$ cat src/rtl/fbm_pkg.sv
package fbm_pkg;
  localparam int unsigned WT_BITS = 5;
  localparam int unsigned WT_FULL = 1 << WT_BITS;
  localparam int unsigned WT_MID  = WT_FULL / 2;
  localparam int unsigned WT_W    = WT_BITS + 1;
  typedef logic [WT_W-1:0] weight_t;
endpackage

$ cat src/rtl/fbm_key_delay.sv
module fbm_key_delay #(
  parameter int unsigned KW    = 6,
  parameter int unsigned DEPTH = 2,
  parameter int unsigned SW    = 2
) (
  input  logic          clk,
  input  logic          rst_n,
  input  logic          adv,
  input  logic [SW-1:0] sel,
  input  logic [KW-1:0] key_in,
  output logic [KW-1:0] key_out
);
  logic [KW-1:0] hist_q [DEPTH];
  logic [KW-1:0] hist_d [DEPTH];

  always_comb begin
    hist_d[0] = adv ? key_in : hist_q[0];
  end

  for (genvar g = 1; g < DEPTH; g++) begin : g_tap
    always_comb hist_d[g] = adv ? hist_q[g-1] : hist_q[g];
  end

  for (genvar g = 0; g < DEPTH; g++) begin : g_reg
    always_ff @(posedge clk or negedge rst_n) begin
      if (!rst_n) hist_q[g] <= '0;
      else        hist_q[g] <= hist_d[g];
    end
  end

  always_comb begin
    if (sel == '0)                         key_out = key_in;
    else if (int'(sel) >= int'(DEPTH))     key_out = hist_q[DEPTH-1];
    else                                   key_out = hist_q[int'(sel) - 1];
  end
endmodule

$ cat src/rtl/fbm_coef.sv
module fbm_coef
  import fbm_pkg::*;
#(
  parameter int unsigned KW = 6,
  parameter int unsigned AW = 4
) (
  input  logic [KW-1:0] key,
  input  logic [KW-1:0] offset,
  input  logic [AW-1:0] amp,
  input  logic          clamp,
  input  logic          invert,
  output weight_t       weight
);
  localparam int unsigned PW = KW + AW + 2;
  localparam logic [KW-1:0] KEY_MID = KW'((1 << (KW - 1)) - 1);
  localparam logic signed [PW-1:0] MIDV  = PW'(WT_MID);
  localparam logic signed [PW-1:0] FULLV = PW'(WT_FULL);

  logic [KW-1:0]          k_eff;
  logic signed [KW+1:0]   diff;
  logic signed [PW-1:0]   prod;
  logic signed [PW-1:0]   sum;

  always_comb begin
    if (clamp)       k_eff = KEY_MID;
    else if (invert) k_eff = ~key;
    else             k_eff = key;
    diff = $signed({2'b00, k_eff}) - $signed({2'b00, offset});
    prod = diff * $signed({1'b0, amp});
    sum  = (prod >>> 1) + MIDV;
    if (sum < 0)          weight = '0;
    else if (sum > FULLV) weight = WT_W'(WT_FULL);
    else                  weight = sum[WT_W-1:0];
  end
endmodule

$ cat src/rtl/fbm_blend.sv
module fbm_blend
  import fbm_pkg::*;
#(
  parameter int unsigned CW = 8
) (
  input  logic [CW-1:0] a,
  input  logic [CW-1:0] b,
  input  weight_t       w,
  output logic [CW-1:0] y
);
  localparam int unsigned XW = CW + WT_W + 1;
  localparam logic [XW-1:0] MAXV = XW'((1 << CW) - 1);

  logic [XW-1:0] acc;
  logic [XW-1:0] sh;

  always_comb begin
    acc = XW'(a) * (XW'(WT_FULL) - XW'(w)) + XW'(b) * XW'(w) + XW'(WT_MID);
    sh  = acc >> WT_BITS;
    y   = (sh > MAXV) ? {CW{1'b1}} : sh[CW-1:0];
  end
endmodule

$ cat src/rtl/fb_soft_mixer.sv
module fb_soft_mixer
  import fbm_pkg::*;
#(
  parameter int unsigned CW    = 8,
  parameter int unsigned NC    = 3,
  parameter int unsigned KW    = 6,
  parameter int unsigned AW    = 4,
  parameter int unsigned DEPTH = 2
) (
  input  logic            clk,
  input  logic            rst_n,
  input  logic            in_valid,
  input  logic [NC*CW-1:0] ana_pix,
  input  logic [NC*CW-1:0] dig_pix,
  input  logic [KW-1:0]   fb_level,
  input  logic [KW-1:0]   cfg_offset,
  input  logic [AW-1:0]   cfg_amp,
  input  logic            cfg_clamp,
  input  logic            cfg_invert,
  input  logic [1:0]      cfg_fb_delay,
  input  logic            cfg_pass_dig,
  input  logic            cfg_pass_ana,
  output logic            out_valid,
  output logic [NC*CW-1:0] out_pix
);
  localparam int unsigned PXW = NC * CW;

  logic [KW-1:0] key_sel;
  weight_t       w_now;

  fbm_key_delay #(.KW(KW), .DEPTH(DEPTH), .SW(2)) u_dly (
    .clk(clk), .rst_n(rst_n), .adv(in_valid), .sel(cfg_fb_delay),
    .key_in(fb_level), .key_out(key_sel)
  );

  fbm_coef #(.KW(KW), .AW(AW)) u_coef (
    .key(key_sel), .offset(cfg_offset), .amp(cfg_amp),
    .clamp(cfg_clamp), .invert(cfg_invert), .weight(w_now)
  );

  // stage 1
  logic           s1_valid_q, s1_valid_d;
  logic [PXW-1:0] s1_ana_q, s1_ana_d, s1_dig_q, s1_dig_d;
  weight_t        s1_coef, s1_coef_d;
  logic           s1_pdig_q, s1_pdig_d, s1_pana_q, s1_pana_d;

  always_comb begin
    s1_valid_d = in_valid;
    s1_ana_d   = s1_ana_q;
    s1_dig_d   = s1_dig_q;
    s1_coef_d  = s1_coef;
    s1_pdig_d  = s1_pdig_q;
    s1_pana_d  = s1_pana_q;
    if (in_valid) begin
      s1_ana_d  = ana_pix;
      s1_dig_d  = dig_pix;
      s1_coef_d = w_now;
      s1_pdig_d = cfg_pass_dig;
      s1_pana_d = cfg_pass_ana;
    end
  end

  always_ff @(posedge clk or negedge rst_n) begin
    if (!rst_n) begin
      s1_valid_q <= 1'b0;
      s1_ana_q   <= '0;
      s1_dig_q   <= '0;
      s1_coef    <= '0;
      s1_pdig_q  <= 1'b0;
      s1_pana_q  <= 1'b0;
    end else begin
      s1_valid_q <= s1_valid_d;
      s1_ana_q   <= s1_ana_d;
      s1_dig_q   <= s1_dig_d;
      s1_coef    <= s1_coef_d;
      s1_pdig_q  <= s1_pdig_d;
      s1_pana_q  <= s1_pana_d;
    end
  end

  // stage 2
  logic [PXW-1:0] mix_pix;

  for (genvar c = 0; c < NC; c++) begin : g_comp
    fbm_blend #(.CW(CW)) u_blend (
      .a(s1_ana_q[c*CW +: CW]), .b(s1_dig_q[c*CW +: CW]),
      .w(s1_coef), .y(mix_pix[c*CW +: CW])
    );
  end

  logic           out_valid_d;
  logic [PXW-1:0] out_pix_d;

  always_comb begin
    out_valid_d = s1_valid_q;
    out_pix_d   = out_pix;
    if (s1_valid_q) begin
      if (s1_pdig_q)      out_pix_d = s1_dig_q;
      else if (s1_pana_q) out_pix_d = s1_ana_q;
      else                out_pix_d = mix_pix;
    end
  end

  always_ff @(posedge clk or negedge rst_n) begin
    if (!rst_n) begin
      out_valid <= 1'b0;
      out_pix   <= '0;
    end else begin
      out_valid <= out_valid_d;
      out_pix   <= out_pix_d;
    end
  end
endmodule

$ cat config.mk
export PLATFORM = sky130hd
export DESIGN_NAME = fb_soft_mixer
export DESIGN_NICKNAME = d
export VERILOG_FILES = /design/src/rtl/fbm_pkg.sv /design/src/rtl/fbm_key_delay.sv /design/src/rtl/fbm_coef.sv /design/src/rtl/fbm_blend.sv /design/src/rtl/fb_soft_mixer.sv
export SDC_FILE = /design/constraint.sdc
export NUM_CORES = 1
export LEC_CHECK = 0
export BUFFER_PORTS_ARGS = -buffer_cell sky130_fd_sc_hd__buf_2
export CAP_MARGIN = 10
export CORE_UTILIZATION = 35
export DETAILED_ROUTE_END_ITERATION = 8
export HOLD_SLACK_MARGIN = 0.12
export SKIP_CTS_REPAIR_TIMING = 1
export SLEW_MARGIN = 10
export SYNTH_ARGS = -nofsm -noshare
export SYNTH_HDL_FRONTEND = slang
export SYNTH_HIERARCHICAL = 1
export SYNTH_SLANG_ARGS = --single-unit
$ cat constraint.sdc
create_clock -name clk -period 8.39 [get_ports clk]
set_clock_uncertainty 0.1 [all_clocks]
set_input_delay 0 -clock clk [delete_from_list [all_inputs] [get_ports clk]]
set_output_delay 0 -clock clk [all_outputs]
set_load 0.02 [all_outputs]
==> implementation parameters, run 1 <==
Parameter                              Value

Outcome
  Result of the run ... complete, no violations

Detailed routing
  Detailed router's first-iteration violation count ... 562
  Drt first pass iters ... 5
  Residual DRC ... 0
  Routed wire length per instance ... 16.2 um
  Final wirelength ... around 40,000 um
  Antenna-violating nets left ... 0
  Vias after detailed routing ... around 12,000
  Average via count per standard cell ... around 4.9

Yosys
  Summed instance area of the synthesized netlist ... about 17,000 um2
  Number of cells produced by synthesis ... between 1,500 and 2,000
  Largest family of logic cells by synthesized area ... adder cells
  Number of different library cells in the post-synthesis netlist ... 82
  Xor and xnor area share after synthesis ... 0.0402
  Post-synth EDFFs ... 0
  Post-synthesis sequential element count ... between 90 and 100
  Adder and majority gate portion of the synthesized area ... 0.433
  Share of synthesized flip-flops with an asynchronous set or reset ... 1.00
  Post-Synth Simple-Gate Area ... 0.165
  Post-synthesis mux area share ... 0.0664
  Portion of the post-synthesis area used by sequential elements ... 0.140
  Mean Syn Cell Area ... between 9 and 10 um2
  Most used flip-flop cell after synthesis ... dfrtp_1
  Compound-Gate Fraction of Synth Area ... 0.0688
  Synthesized Nets ... 2,200
  Yosys warning total ... 6

Cells and area
  Final antenna diode count ... 0
  Final instance area ... about 19,000 um2
  Sequential standard cell area ... around 2400 um2
  Net total in the final layout ... ~2,300
  Fill count ... approximately 4,700
  Fraction of final layout cells sized beyond drive strength 1 ... 0.150
  Area growth from synthesis to layout ... 11.2%
  Footprint of the multi-input gates ... 13,000 um2

Clock network
  Clock transition time at the flip-flop clock pins of the worst setup and hold paths ... around 80 ps
  Clock latency on the worst-skew pair ... 390 ps
  Clk Tree Root Cell ... clkbuf_16
  Clock Path Buffers ... 2
  TritonCTS Sinks ... 94
  H-Tree Level Count ... 3
  CTS tree ... yes
  Number of buffers inserted during clock tree synthesis ... 9

Critical path
  Worst R2R Setup Slack ... around 1000 ps
  Startpoint Class ... register
  Worst Path Max Fanout ... 21
  Critical path capture point type ... register
  Crit Path Class ... register to register
  Arrival time at the worst endpoint ... roughly 7500 ps
  Depth of the worst register-to-register path ... 24
  Endpoint of the worst register-to-register path ... out_pix[21]
  Startpoint of the lowest-slack register-to-register path ... s1_coef[1]
  CP Data Required Time ... between 8000 and 9000 ps

Placed design
  Port Buffer Count ... 97
  Setup slack after placement ... between 1000 and 1500 ps
  Half-perimeter wire length after detailed placement ... roughly 32,000 um
  Post-DP Area ... between 15,000 and 20,000 um2
  Final RePlAce weighted congestion ... 0.852

Timing
  Total of endpoints with negative setup slack in the final report ... 0
  Slew Limit Fails ... 0
  Setup repair after global routing missed its margin ... no
  Final Cycle Share ... 0.875
  Final worst setup slack ... 1040 ps
  Final critical path time including I/O delays and setup ... 7350 ps
  Final setup TNS ... 0 ps
  Headroom to the max-slew limit ... 0.311
  Worst slew pin tran ... slightly above 1000 ps
  Final hold violation count ... 0
  Top achievable clock speed ... 136 MHz

Flow run
  Number of max-capacitance violations reported ... 0

Global route
  Number of global-route vias before repair ... between 10,000 and 15,000
  Number of antenna violations at the first check in global routing ... 0
  Tot GR Track Use ... 0.168
  Largest net degree at the start of global routing ... 70
  First-pass GRT wire length ... ~66,000 um
  Residual overflow from global routing ... 0

Floorplan
  Area of the core region ... approximately 48,000 um2
  DIE HEIGHT ... 221 um
  Effective utilization at floorplan ... 0.353
  I/O pins ... roughly 100
  Die area ... between 40,000 and 50,000 um2
  Standard-cell rows ... 80
  Chip width ... between 200 and 250 um

Worst hold path
  Class of the most critical hold timing path ... input port to register
  Instance count along the most critical hold path ... 1
  Sink of the worst hold path ... out_valid_d
  Start point of the worst hold path ... in_valid
worst max-delay path by stage:
| stage | startpoint | to | slack, ps | cells after the start |
|---|---|---|---|---|
| after floorplan | s1_coef[0] | out_pix[0] | 1590 | 26 |
| after global placement | s1_coef[1] | out_pix[7] | 1190 | 21 |
| after detailed placement | s1_coef[1] | out_pix[7] | 1060 | 21 |
| after CTS | s1_coef[1] | out_pix[2] | 1060 | 22 |
| after global routing | s1_coef[1] | out_pix[18] | 570 | 24 |
| final | s1_coef[1] | out_pix[21] | 1040 | 24 |
stage by stage:
step / util / std cells / hold slack (ps)
finish: 0.393 / 2443 / 160
global route: 0.393 / 2443 / 179
CTS: 0.381 / 2384 / -566
detailed placement: 0.375 / 2368 / -137
global placement: 0.375 / 2368 / -133
floorplan: - / 1691 / -396
synth_stat cells, drive strengths merged, types with 4 or more instances:
cell type | count | area, um2
a31oi | 8 | 95.1
o21bai | 7 | 52.6
mux2 | 69 | 818
nor2b | 5 | 31.3
o21ai | 20 | 111
o211ai | 26 | 295
and2 | 192 | 1200
dfrtp | 94 | 2350
nor2 | 34 | 128
inv | 301 | 1130
ha | 192 | 2400
xnor2 | 51 | 462
mux2i | 30 | 300
a21o | 13 | 105
or2b | 18 | 156
nand4 | 9 | 56.3
a21oi | 24 | 120
clkbuf | 21 | 103
xor2 | 16 | 148
nand2b | 22 | 145
o31ai | 4 | 35.0
o21a | 5 | 40.0
buf | 25 | 239
nor3 | 8 | 50.1
nand3 | 49 | 250
nand2 | 139 | 522
nor3b | 4 | 35.0
or2 | 17 | 106
fa | 244 | 4880
cell usage in the layout, fill, tap and decap left out, drive strengths merged, types with 5 or more instances in the layout:
cell / synthesis / routed
mux2: 69 / 69
or2b: 18 / 18
a31oi: 8 / 8
fa: 244 / 244
o21ai: 20 / 20
and2: 192 / 192
nand3: 49 / 49
nand4: 9 / 9
dfrtp: 94 / 94
o211ai: 26 / 26
dlygate4sd3: 0 / 58
or2: 17 / 17
nand2b: 22 / 22
nor2: 34 / 34
a21o: 13 / 13
a21oi: 24 / 24
xnor2: 51 / 51
o21bai: 7 / 7
nor3: 8 / 8
inv: 301 / 305
nor2b: 5 / 5
xor2: 16 / 16
o21a: 5 / 5
nand2: 139 / 139
clkbuf: 21 / 9
mux2i: 30 / 30
ha: 192 / 192
buf: 25 / 109
state kept, by name, indices dropped and copies added (netlist names):
register and count:
out_pix 24, out_valid 1, out_valid_d 1, s1_ana_q 24
s1_coef 6, s1_dig_q 24, s1_pana_q 1, s1_pdig_q 1
u_dly/hist_q 12
cell families (layout without fill, tap and decap cells):
| family | after synthesis | in the layout |
|---|---|---|
| mux | 99 | 99 |
| flops | 94 | 94 |
| compound gates | 135 | 135 |
| buf+inv | 347 | 484 |
| xor+xnor | 70 | 70 |
| simple gates | 510 | 510 |
| fa+ha+maj | 436 | 436 |
layer usage:
metal  GRT usage  up-vias  share of wire
li1            -     5631              -
met1       0.231     5964           0.47
met2       0.272      267           0.47
met3      0.0376       40          0.049
met4      0.0298        0          0.011
met5           0        -              0
critical path: stages (launching register included):
cell and delay (ps):
dfrtp_1 780, inv_1 110, ha_1 230, inv_1 110
nor3_1 70, xnor2_1 540, nand2_1 170, fa_1 560
inv_1 60, fa_1 480, fa_1 560, fa_1 420
fa_1 500, inv_1 60, fa_1 490, inv_1 40
ha_1 320, nand2_1 100, nor2_1 50, a21boi_0 460
o21ai_1 200, xnor2_2 360, nand3_1 130, mux2i_1 210
o211ai_2 90
final cells by class:
| class | instances | share of cell area |
|---|---|---|
| repair buffers | 167 | 0.0626 |
| clock buffers | 9 | 0.0120 |
| multi-input cells | 1250 | 0.695 |
| clock inverters | 7 | 0.00347 |
| inverters | 301 | 0.0603 |
| well taps | 615 | 0.0411 |
| flip-flops and latches | 94 | 0.126 |
Power of run 1 is left out: the tool's default activity adds up to more than one toggle a clock period on the data nets, which glitch-free logic cannot reach.
==> run 2: changes to the inputs <==
Settings changed: CTS_BUF_LIST set to sky130_fd_sc_hd__clkbuf_2.
==> run 2 against run 1 <==
Compared with the run above: sequential share of layout area decreased by 0.63 points; non-clock buffer count grew 116; hold slack got worse by 44 ps; final cell count is 4.8% higher; cell area rose by 5.2%; utilization is 2.1 points higher; first-iteration DRC count decreased by 1.2%; global-route usage is 0.10 points lower; critical path type unchanged; largest cell class unchanged; highest routed layer unchanged.
==> implementation parameters, run 2 (synthesis results as in run 1) <==
Parameter                              Value

Outcome
  Result of the run ... complete, no violations

Timing
  Setup repair after global routing missed its margin ... no
  Headroom to the max-slew limit ... 0.298 (-0.0131)
  Total of endpoints with negative setup slack in the final report ... 0 (unchanged)
  Final hold violation count ... 0 (unchanged)
  Slew Limit Fails ... 0 (unchanged)
  Top achievable clock speed ... 136 MHz (-0.14%)
  Final Cycle Share ... 0.877 (+0.00122)
  Final critical path time including I/O delays and setup ... 7360 ps (+10.3 ps)
  Worst slew pin tran ... 1050 ps (+19.7 ps)
  Final setup TNS ... 0 ps (unchanged)
  Minimum hold slack ... 116 ps (-43.7 ps)

Critical path
  CP Data Required Time ... 8950 ps (+400 ps)
  Arrival time at the worst endpoint ... 7920 ps (+420 ps)
  Number of buffers and inverters on the critical path ... 3 (-2)
  Kind of cell adding the most delay to the critical path ... adder cells
  Cell occurring most often along the worst timing path ... fa_1
  Cell breakdown of the critical path ... nor3_1, nor3b_1, xor2_1, nand2_1, fa_1, inv_1, fa_1, fa_1, fa_1, fa_1, inv_1, fa_1, inv_1, ha_1, and3_1, a221o_1, a31oi_4, o31ai_2, mux2_4, nand2_1, mux2i_1, o211ai_1
  Slowest cell delay on critical path ... 710 ps (-70 ps)
  Worst Setup EP ... out_pix[0]
  Depth of the worst register-to-register path ... 22 (-8.3%)
  Worst Path Max Fanout ... 21 (unchanged)
  Endpoint of the worst register-to-register path ... out_pix[0]
  Crit path depth ... 22 (-8.3%)
  Crit Path Class ... register to register
  Critical path capture point type ... register
  Startpoint of the lowest-slack register-to-register path ... s1_coef[1]
  Library cell contributing the largest single delay on the critical path ... dfrtp_1
  Startpoint Class ... register
  Worst R2R Setup Slack ... 1030 ps (about the same)
  Beginning of the critical path ... s1_coef[1]

Detailed routing
  Routed wire length per instance ... 16.1 um (-0.62%)
  Final wirelength ... 41,300 um (+4.1%)
  Antenna-violating nets left ... 0 (unchanged)
  Average via count per standard cell ... 4.83 (-0.81%)
  Residual DRC ... 0 (unchanged)
  Drt first pass iters ... 6 (+1)
  Detailed router's first-iteration violation count ... 555 (-1.2%)
  Vias after detailed routing ... 12,400 (+3.9%)

Placed design
  Port Buffer Count ... 97 (unchanged)
  Post-DP Area ... 17,800 um2 (unchanged)
  Final RePlAce weighted congestion ... 0.852 (unchanged)
  Half-perimeter wire length after detailed placement ... 31,900 um (unchanged)

Global route
  Tot GR Track Use ... 0.167 (-0.00100)
  First-pass GRT wire length ... 65,800 um (-0.30%)
  Largest net degree at the start of global routing ... 70 (unchanged)
  Number of antenna violations at the first check in global routing ... 1 (+1)
  Number of global-route vias before repair ... 12,600 (-0.12%)
  Residual overflow from global routing ... 0 (unchanged)

Clock network
  Clock transition time at the flip-flop clock pins of the worst setup and hold paths ... 300 ps (+220 ps)
  CTS tree ... yes
  H-Tree Level Count ... 3 (unchanged)
  Clk Tree Root Cell ... clkbuf_2
  Clock latency on the worst-skew pair ... 760 ps (+370 ps)
  Clock Path Buffers ... 2 (unchanged)
  Number of buffers inserted during clock tree synthesis ... 9 (unchanged)
  TritonCTS Sinks ... 94 (unchanged)

Worst hold path
  Class of the most critical hold timing path ... input port to register

Floorplan
  Chip width ... 221 um (unchanged)
  Effective utilization at floorplan ... 0.353 (unchanged)
  I/O pins ... 98 (unchanged)
  DIE HEIGHT ... 221 um (unchanged)
  Die area ... 49,000 um2 (unchanged)
  Standard-cell rows ... 80 (unchanged)
  Area of the core region ... 47,600 um2 (unchanged)

Cells and area
  Area growth from synthesis to layout ... 17.1%
  Commonest non-fill, non-tap cells in the layout ... inv_1, fa_1, and2_1, ha_1, dlygate4sd3_1
  Leading registers by flop count ... out_pix (24), s1_ana_q (24), s1_dig_q (24)
  Most common cell after layout, fill and taps aside ... inv_1
  Net total in the final layout ... 2,448 (+5.0%)
  Final instance area ... 19,700 um2 (+5.2%)
  Fraction of final layout cells sized beyond drive strength 1 ... 0.141 (-0.00898)

Flow run
  Number of max-capacitance violations reported ... 0 (unchanged)
run 2: stage by stage:
step	cells	setup WS [ps]	util
6_report	2560	1030	0.414
5_1_grt	2559	567	0.414
4_1_cts	2384	1000	0.377
3_5_place_dp	2368	1060	0.375
3_3_place_gp	2368	1190	0.375
2_1_floorplan	1691	1590	-
run 2: how the worst min path moves through the flow:
stage | from | endpoint | slack [ps] | cells past startpoint
2_1_floorplan | rst_n | out_pix[0] | -400 | 0
3_3_place_gp | rst_n | u_dly/hist_q[9] | -130 | 1
3_5_place_dp | rst_n | u_dly/hist_q[9] | -140 | 1
4_1_cts | rst_n | u_dly/hist_q[2] | -1070 | 1
5_1_grt | cfg_amp[1] | s1_coef[0] | 110 | 7
6_report | cfg_amp[1] | s1_coef[0] | 120 | 7
run 2: layer usage:
metal / global-route usage / vias up / routed length [um]
met5: 0 / - / 0
met4: 0.0255 / 0 / 397
met3: 0.0359 / 37 / 1770
met2: 0.272 / 242 / 19700
met1: 0.231 / 6232 / 19400
li1: - / 5860 / -
run 2: area by class of cell:
class | instances | area [um2]
Fill cell | 4630 | 27900
Clock inverter | 7 | 65.1
Tap cell | 615 | 769
Inverter | 301 | 1130
Sequential cell | 94 | 2350
Antenna cell | 1 | 2.50
Timing Repair Buffer | 283 | 2330
Multi-Input combinational cell | 1250 | 13000
Clock buffer | 9 | 45.0
run 2: worst min-delay path, stage by stage:
cell	delay, ps
buf_2	140
nor2b_1	160
ha_1	190
o41ai_1	100
nand3_2	80
nor2_1	40
mux2_2	250
Power of run 2 is left out for the same reason.
